**src/rtl/lnk_init_pkg.sv**
```systemverilog
package lnk_init_pkg;

  typedef enum logic [1:0] {
    ST_OFF   = 2'd0,
    ST_PRE   = 2'd1,
    ST_RUN   = 2'd2,
    ST_READY = 2'd3
  } seq_st_t;

  localparam int CTL_W = 2;
  localparam logic [CTL_W-1:0] CTL_IDLE = 2'b00;
  localparam logic [CTL_W-1:0] CTL_RECV = 2'b10;

  localparam int LOW_LAST_CYC = 7;
  localparam int RX_FIRST_CYC = 8;

endpackage

```
**src/rtl/lnk_restore_timer.sv**
```systemverilog
module lnk_restore_timer #(
  parameter int RESTORE_CYC = 500
) (
  input  logic clk,
  input  logic rst_n,
  input  logic hold_i,
  input  logic lps_i,
  output logic armed_o
);
  localparam int CNT_W = $clog2(RESTORE_CYC + 1);
  localparam logic [CNT_W-1:0] CNT_MAX = CNT_W'(RESTORE_CYC);

  logic [CNT_W-1:0] quiet_cnt;

  always_ff @(posedge clk or negedge rst_n) begin
    if (!rst_n) begin
      quiet_cnt <= '0;
    end else if (hold_i) begin
      quiet_cnt <= '0;
    end else if (quiet_cnt != CNT_MAX) begin
      if (lps_i) quiet_cnt <= '0;
      else       quiet_cnt <= quiet_cnt + 1'b1;
    end
  end

  assign armed_o = (quiet_cnt == CNT_MAX);

endmodule

```
**src/rtl/lnk_seq_ctrl.sv**
```systemverilog
module lnk_seq_ctrl
  import lnk_init_pkg::*;
#(
  parameter int HALF_DIV  = 1,
  parameter int RX_CYCLES = 1,
  localparam int PH_W     = $clog2(2 * HALF_DIV),
  localparam int LAST_CYC = RX_FIRST_CYC + RX_CYCLES - 1,
  localparam int CYC_W    = $clog2(LAST_CYC + 2)
) (
  input  logic             clk,
  input  logic             rst_n,
  input  logic             lps_i,
  input  logic             iso_mode_i,
  input  logic             armed_i,
  output seq_st_t          state_o,
  output logic [PH_W-1:0]  ph_o,
  output logic [CYC_W-1:0] cyc_o,
  output logic             mode_o
);
  localparam logic [PH_W-1:0]  PH_WRAP = PH_W'(2 * HALF_DIV - 1);
  localparam logic [PH_W-1:0]  PH_PRE  = PH_W'(HALF_DIV - 1);
  localparam logic [CYC_W-1:0] CYC_END = CYC_W'(LAST_CYC);

  seq_st_t          st_q, st_d;
  logic [PH_W-1:0]  ph_q, ph_d;
  logic [CYC_W-1:0] cyc_q, cyc_d;
  logic             mode_q, mode_d;

  always_comb begin
    st_d   = st_q;
    ph_d   = ph_q;
    cyc_d  = cyc_q;
    mode_d = mode_q;
    if (st_q != ST_OFF && !lps_i) begin
      st_d  = ST_OFF;
      ph_d  = '0;
      cyc_d = '0;
    end else begin
      unique case (st_q)
        ST_OFF: begin
          if (lps_i && armed_i) begin
            mode_d = iso_mode_i;
            ph_d   = '0;
            cyc_d  = CYC_W'(1);
            st_d   = iso_mode_i ? ST_RUN : ST_PRE;
          end
        end
        ST_PRE: begin
          if (ph_q == PH_PRE) begin
            ph_d = '0;
            st_d = ST_RUN;
          end else begin
            ph_d = ph_q + 1'b1;
          end
        end
        ST_RUN: begin
          if (ph_q == PH_WRAP) begin
            ph_d = '0;
            if (cyc_q == CYC_END) st_d = ST_READY;
            else                  cyc_d = cyc_q + 1'b1;
          end else begin
            ph_d = ph_q + 1'b1;
          end
        end
        ST_READY: begin
          ph_d = (ph_q == PH_WRAP) ? '0 : ph_q + 1'b1;
        end
        default: st_d = ST_OFF;
      endcase
    end
  end

  always_ff @(posedge clk or negedge rst_n) begin
    if (!rst_n) begin
      st_q   <= ST_OFF;
      ph_q   <= '0;
      cyc_q  <= '0;
      mode_q <= 1'b0;
    end else begin
      st_q   <= st_d;
      ph_q   <= ph_d;
      cyc_q  <= cyc_d;
      mode_q <= mode_d;
    end
  end

  assign state_o = st_q;
  assign ph_o    = ph_q;
  assign cyc_o   = cyc_q;
  assign mode_o  = mode_q;

endmodule

```
**src/rtl/lnk_line_drv.sv**
```systemverilog
module lnk_line_drv
  import lnk_init_pkg::*;
#(
  parameter int HALF_DIV  = 1,
  parameter int RX_CYCLES = 1,
  parameter int D_W       = 8,
  localparam int PH_W     = $clog2(2 * HALF_DIV),
  localparam int LAST_CYC = RX_FIRST_CYC + RX_CYCLES - 1,
  localparam int CYC_W    = $clog2(LAST_CYC + 2)
) (
  input  seq_st_t          state_i,
  input  logic [PH_W-1:0]  ph_i,
  input  logic [CYC_W-1:0] cyc_i,
  input  logic             mode_i,
  input  logic             iso_live_i,
  output logic             sysclk_o,
  output logic             sysclk_oe_o,
  output logic [CTL_W-1:0] ctl_o,
  output logic [D_W-1:0]   d_o,
  output logic             lines_oe_o,
  output logic             ready_o
);
  localparam logic [PH_W-1:0]  PH_HALF  = PH_W'(HALF_DIV);
  localparam logic [CYC_W-1:0] CYC_ONE  = CYC_W'(1);
  localparam logic [CYC_W-1:0] CYC_LOWE = CYC_W'(LOW_LAST_CYC);
  localparam logic [CYC_W-1:0] CYC_RX1  = CYC_W'(RX_FIRST_CYC);

  logic clk_live;
  assign clk_live    = (state_i == ST_RUN) || (state_i == ST_READY);
  assign sysclk_o    = clk_live && (ph_i < PH_HALF);
  assign sysclk_oe_o = (state_i != ST_OFF) || iso_live_i;
  assign ready_o     = (state_i == ST_READY);

  always_comb begin
    ctl_o      = CTL_IDLE;
    d_o        = '0;
    lines_oe_o = 1'b0;
    unique case (state_i)
      ST_RUN: begin
        if (cyc_i <= CYC_LOWE) begin
          lines_oe_o = mode_i || (cyc_i == CYC_ONE);
        end else begin
          ctl_o      = CTL_RECV;
          d_o        = '1;
          lines_oe_o = mode_i || (cyc_i == CYC_RX1);
        end
      end
      ST_READY: lines_oe_o = 1'b1;
      default:  lines_oe_o = 1'b0;
    endcase
  end

endmodule

```
**src/rtl/phy_link_init.sv**
```systemverilog
module phy_link_init
  import lnk_init_pkg::*;
#(
  parameter int HALF_DIV    = 1,
  parameter int RESTORE_CYC = 500,
  parameter int RX_CYCLES   = 1,
  parameter int D_W         = 8
) (
  input  logic             clk,
  input  logic             rst_n,
  input  logic             lps_i,
  input  logic             iso_mode_i,
  input  logic             lreq_i,
  output logic             sysclk_o,
  output logic             sysclk_oe_o,
  output logic [1:0]       ctl_o,
  output logic [D_W-1:0]   d_o,
  output logic             lines_oe_o,
  output logic             ready_o,
  output logic             lreq_accept_o
);
  localparam int PH_W     = $clog2(2 * HALF_DIV);
  localparam int LAST_CYC = RX_FIRST_CYC + RX_CYCLES - 1;
  localparam int CYC_W    = $clog2(LAST_CYC + 2);

  seq_st_t          state;
  logic [PH_W-1:0]  ph;
  logic [CYC_W-1:0] cyc;
  logic             mode;
  logic             armed;

  lnk_restore_timer #(.RESTORE_CYC(RESTORE_CYC)) u_timer (
    .clk     (clk),
    .rst_n   (rst_n),
    .hold_i  (state != ST_OFF),
    .lps_i   (lps_i),
    .armed_o (armed)
  );

  lnk_seq_ctrl #(.HALF_DIV(HALF_DIV), .RX_CYCLES(RX_CYCLES)) u_ctrl (
    .clk        (clk),
    .rst_n      (rst_n),
    .lps_i      (lps_i),
    .iso_mode_i (iso_mode_i),
    .armed_i    (armed),
    .state_o    (state),
    .ph_o       (ph),
    .cyc_o      (cyc),
    .mode_o     (mode)
  );

  lnk_line_drv #(.HALF_DIV(HALF_DIV), .RX_CYCLES(RX_CYCLES), .D_W(D_W)) u_drv (
    .state_i     (state),
    .ph_i        (ph),
    .cyc_i       (cyc),
    .mode_i      (mode),
    .iso_live_i  (iso_mode_i),
    .sysclk_o    (sysclk_o),
    .sysclk_oe_o (sysclk_oe_o),
    .ctl_o       (ctl_o),
    .d_o         (d_o),
    .lines_oe_o  (lines_oe_o),
    .ready_o     (ready_o)
  );

  assign lreq_accept_o = ready_o && lreq_i;

endmodule

```
**config.mk**
```make
export PLATFORM = sky130hd
export DESIGN_NAME = phy_link_init
export DESIGN_NICKNAME = d
export VERILOG_FILES = /design/src/rtl/lnk_init_pkg.sv /design/src/rtl/lnk_restore_timer.sv /design/src/rtl/lnk_seq_ctrl.sv /design/src/rtl/lnk_line_drv.sv /design/src/rtl/phy_link_init.sv
export SDC_FILE = /design/constraint.sdc
export NUM_CORES = 1
export LEC_CHECK = 0
export ABC_AREA = 1
export BUFFER_PORTS_ARGS = -buffer_cell sky130_fd_sc_hd__buf_2
export CAP_MARGIN = 40
export CORE_ASPECT_RATIO = 0.9
export CORE_MARGIN = 4
export CORE_UTILIZATION = 45
export CTS_CLUSTER_DIAMETER = 200
export CTS_CLUSTER_SIZE = 24
export DETAILED_ROUTE_END_ITERATION = 16
export PLACE_DENSITY = 0.71
export SETUP_SLACK_MARGIN = 0.1
export SLEW_MARGIN = 20
export SYNTH_ARGS = -nofsm -noshare
export SYNTH_HDL_FRONTEND = slang
export SYNTH_SLANG_ARGS = --single-unit
```
**constraint.sdc**
```tcl
create_clock -name clk -period 3.8 [get_ports clk]
set_input_delay 0.57 -clock clk [delete_from_list [all_inputs] [get_ports clk]]
set_output_delay 0.57 -clock clk [all_outputs]
set_load 0.03 [all_outputs]
```
==> run metrics <==
First-pass DRT Iterations 4; CTS Sinks 17; Yosys top cell area share 0.335; final cell area excluding filler cells 0.00136 mm²; fin util 0.529; post-CTS resize count 0; RSZ-0062 raised after global routing no; CP max FO 9; Post-synth EDFFs 0; largest area contributor in the synthesized netlist dfrtp_1; post-synthesis register bit count 17; Wirelength per Cell approximately 11 µm; Sum Neg Setup Slack 0 ns; pins over their slew limit 0; Starting Density 0.493; Final ANT Viol Nets 0; Fin. Hold Viols 0; Setup crit start kind register; Final Worst Setup Slack about 1.6 ns; mapped cell area approximately 0.0013 mm²; delay-heaviest family, CP buffers and inverters; full die area 0.00373 mm²; pin count of the biggest net entering global routing 18; IO Count 20; Final Critical Period between 2 and 2.5 ns; total power around 0.79 mW; CP max-delay cell dfrtp_1; WS Path Type register to primary output; clk slew on worst S/H paths ~0.10 ns; Post-Syn Nets approximately 190; Max-cap violations 0; async set-reset flop share out of synthesis 1.00; cell repeated most along the worst path inv_1; Syn Inst Count ~170; root buffer cell clkbuf_4; # port buffers 18; clock skew approximately 0.0035 ns; placed cell areas ~0.0013 mm²; layout cells sized above 1 0.216; average via count per standard cell a little under 5; Pwr Density 578 mW/mm²; final wirelength ~2.5 mm; Final period util 0.589; Layout area overhead 7.30%; CP max stage delay around 0.46 ns; top_reg_cell synth dfrtp_1; HP Class input port to async pin; Vias 1088; # diodes 0; CP Cell Sequence inv_1, ha_1, nand2_1, inv_1, buf_2; overall die height 58.4 µm; clock latency on the worst-skew pair between 0.2 and 0.3 ns; postcts setup bufs 0; worst hold margin between 0.15 and 0.2 ns; Final Wtd Congestion 0.872; global-route wire length before repair 4.42 mm; worst path arrival time 1.67 ns; vias in the first global route between 900 and 1000; Die Span X about 64 µm; total number of yosys warnings 0; total CTS buffers 3; worst IR drop on VDD 0.000252 V; required time worst endpoint about 3.2 ns; Detail Placement HPWL around 2 mm; flop2flop setup slack ~2.0 ns; Worst setup EP type primary output; Global Route Usage Sum 0.147; final setup fails 0; Netlist cell types 23; clk buf depth 2; initial drt markers 62; Synth Area per Inst 7.33 µm²; worst path bufs/invs 3; hold_buf cts 0; Inst Count DP around 220; Clock H-tree levels 1; CTS tree yes; outcome complete, no violations; # DRC 0; Seq/Total Area, Yosys 0.335; Place WS 1.90 ns; Post-Layout Cell Count ~220; Max Clk Rate 0.447 GHz; gr ovfl total 0; leakage power approximately 0.73 nW; Layout Nets 200; Core ar. about 0.0026 mm²; Synth area leaders dfrtp_1 34%, nand2_1 12%, ha_1 8.9%; initial antenna violation count 0; Cell Rows 17
-- cell type report --
cell class              count  area, µm²
clock inverters             1       5.00
repair buffers             18       90.1
flip-flops and latches     17        425
inverters                  24       90.1
multi-input cells         122        681
fillers                   248       1210
clock buffers               3       22.5
well taps                  38       47.5
-- logic make-up after synthesis --
group           share of synthesized area
compound gates                     0.0848
xor+xnor                           0.0138
fa+ha+maj                          0.0888
buf+inv                             0.128
flops                               0.335
other cells                       0.00296
simple gates                        0.346
-- cells in the mapped netlist (2+ instances only) --
| master | count |
|---|---|
| buf_4 | 9 |
| nand3_1 | 20 |
| nand2_1 | 39 |
| dfrtp_1 | 17 |
| nor2_1 | 14 |
| nand2_4 | 3 |
| nand2_2 | 5 |
| inv_1 | 21 |
| ha_1 | 9 |
| nor2_2 | 5 |
| o21ai_0 | 5 |
| xnor2_1 | 2 |
| nand4_1 | 3 |
| inv_2 | 3 |
| a21oi_1 | 10 |
-- report_power, final --
| part | switching, mW | leakage, nW | internal, mW |
|---|---|---|---|
| sequential | 0.0442 | 0.225 | 0.214 |
| clock | 0.0579 | 0.0177 | 0.0392 |
| combinational | 0.287 | 0.486 | 0.145 |
-- path summary, 6_finish.rpt --
| kind | from | depth (start not counted) | to |
|---|---|---|---|
| min in group clk | u_ctrl.cyc_o[1]$_DFFE_PN0P_ | 2 | u_ctrl.cyc_o[1]$_DFFE_PN0P_ |
| max | u_ctrl.state_o[0]$_DFFE_PN0P_ | 5 | d_o[2] |
| max reg2reg | u_ctrl.state_o[0]$_DFFE_PN0P_ | 10 | u_ctrl.cyc_o[3]$_DFFE_PN0P_ |
| min | rst_n | 1 | u_timer.quiet_cnt[0]$_DFFE_PN0P_ |
| min reg2reg | u_ctrl.cyc_o[1]$_DFFE_PN0P_ | 2 | u_ctrl.cyc_o[1]$_DFFE_PN0P_ |
| max in group asynchronous | rst_n | 1 | u_ctrl.cyc_o[0]$_DFFE_PN0P_ |
-- state kept, by name (all words and copies together), names as in the netlist --
| name | count |
|---|---|
| u_ctrl.cyc_o | 4 |
| u_ctrl.mode_o | 1 |
| u_ctrl.ph_o | 1 |
| u_ctrl.state_o | 2 |
| u_timer.quiet_cnt | 9 |
-- layout by cell type, fill, tap and decap left out --
master	Yosys	layout
clkinv_2	0	1
and3_1	1	1
inv_2	3	3
inv_1	21	21
xnor2_1	2	2
a31oi_1	1	1
o21ai_0	5	5
nand4_1	3	3
nand2_4	3	3
nor2_2	5	5
nand2_1	39	39
nor2_1	14	14
nor2_4	1	1
ha_1	9	9
conb_1	1	1
buf_2	1	18
dfrtp_1	17	17
clkbuf_4	0	3
nor3b_1	1	1
nand3_1	20	20
nand2_2	5	5
o21bai_4	1	1
a21oi_1	10	10
o211ai_1	1	1
-- layer usage --
layer | vias up | GRT usage | wire (µm)
li1 | 563 | - | -
met1 | 502 | 0.193 | 1190
met2 | 19 | 0.239 | 1200
met3 | 4 | 0.0439 | 103
met4 | 0 | 0.0369 | 36
met5 | - | 0 | 0
-- worst reg2reg max path: cells and delay by family, from the launching register on --
| family | cells | cell delay [ns] |
|---|---|---|
| adder cells (fa/ha/maj) | 1 | 0.30 |
| AND/OR/NAND/NOR | 7 | 0.68 |
| buffers and inverters | 2 | 0.25 |
| flip-flops | 1 | 0.46 |
No activity file was read; power rests on OpenSTA's default activity.
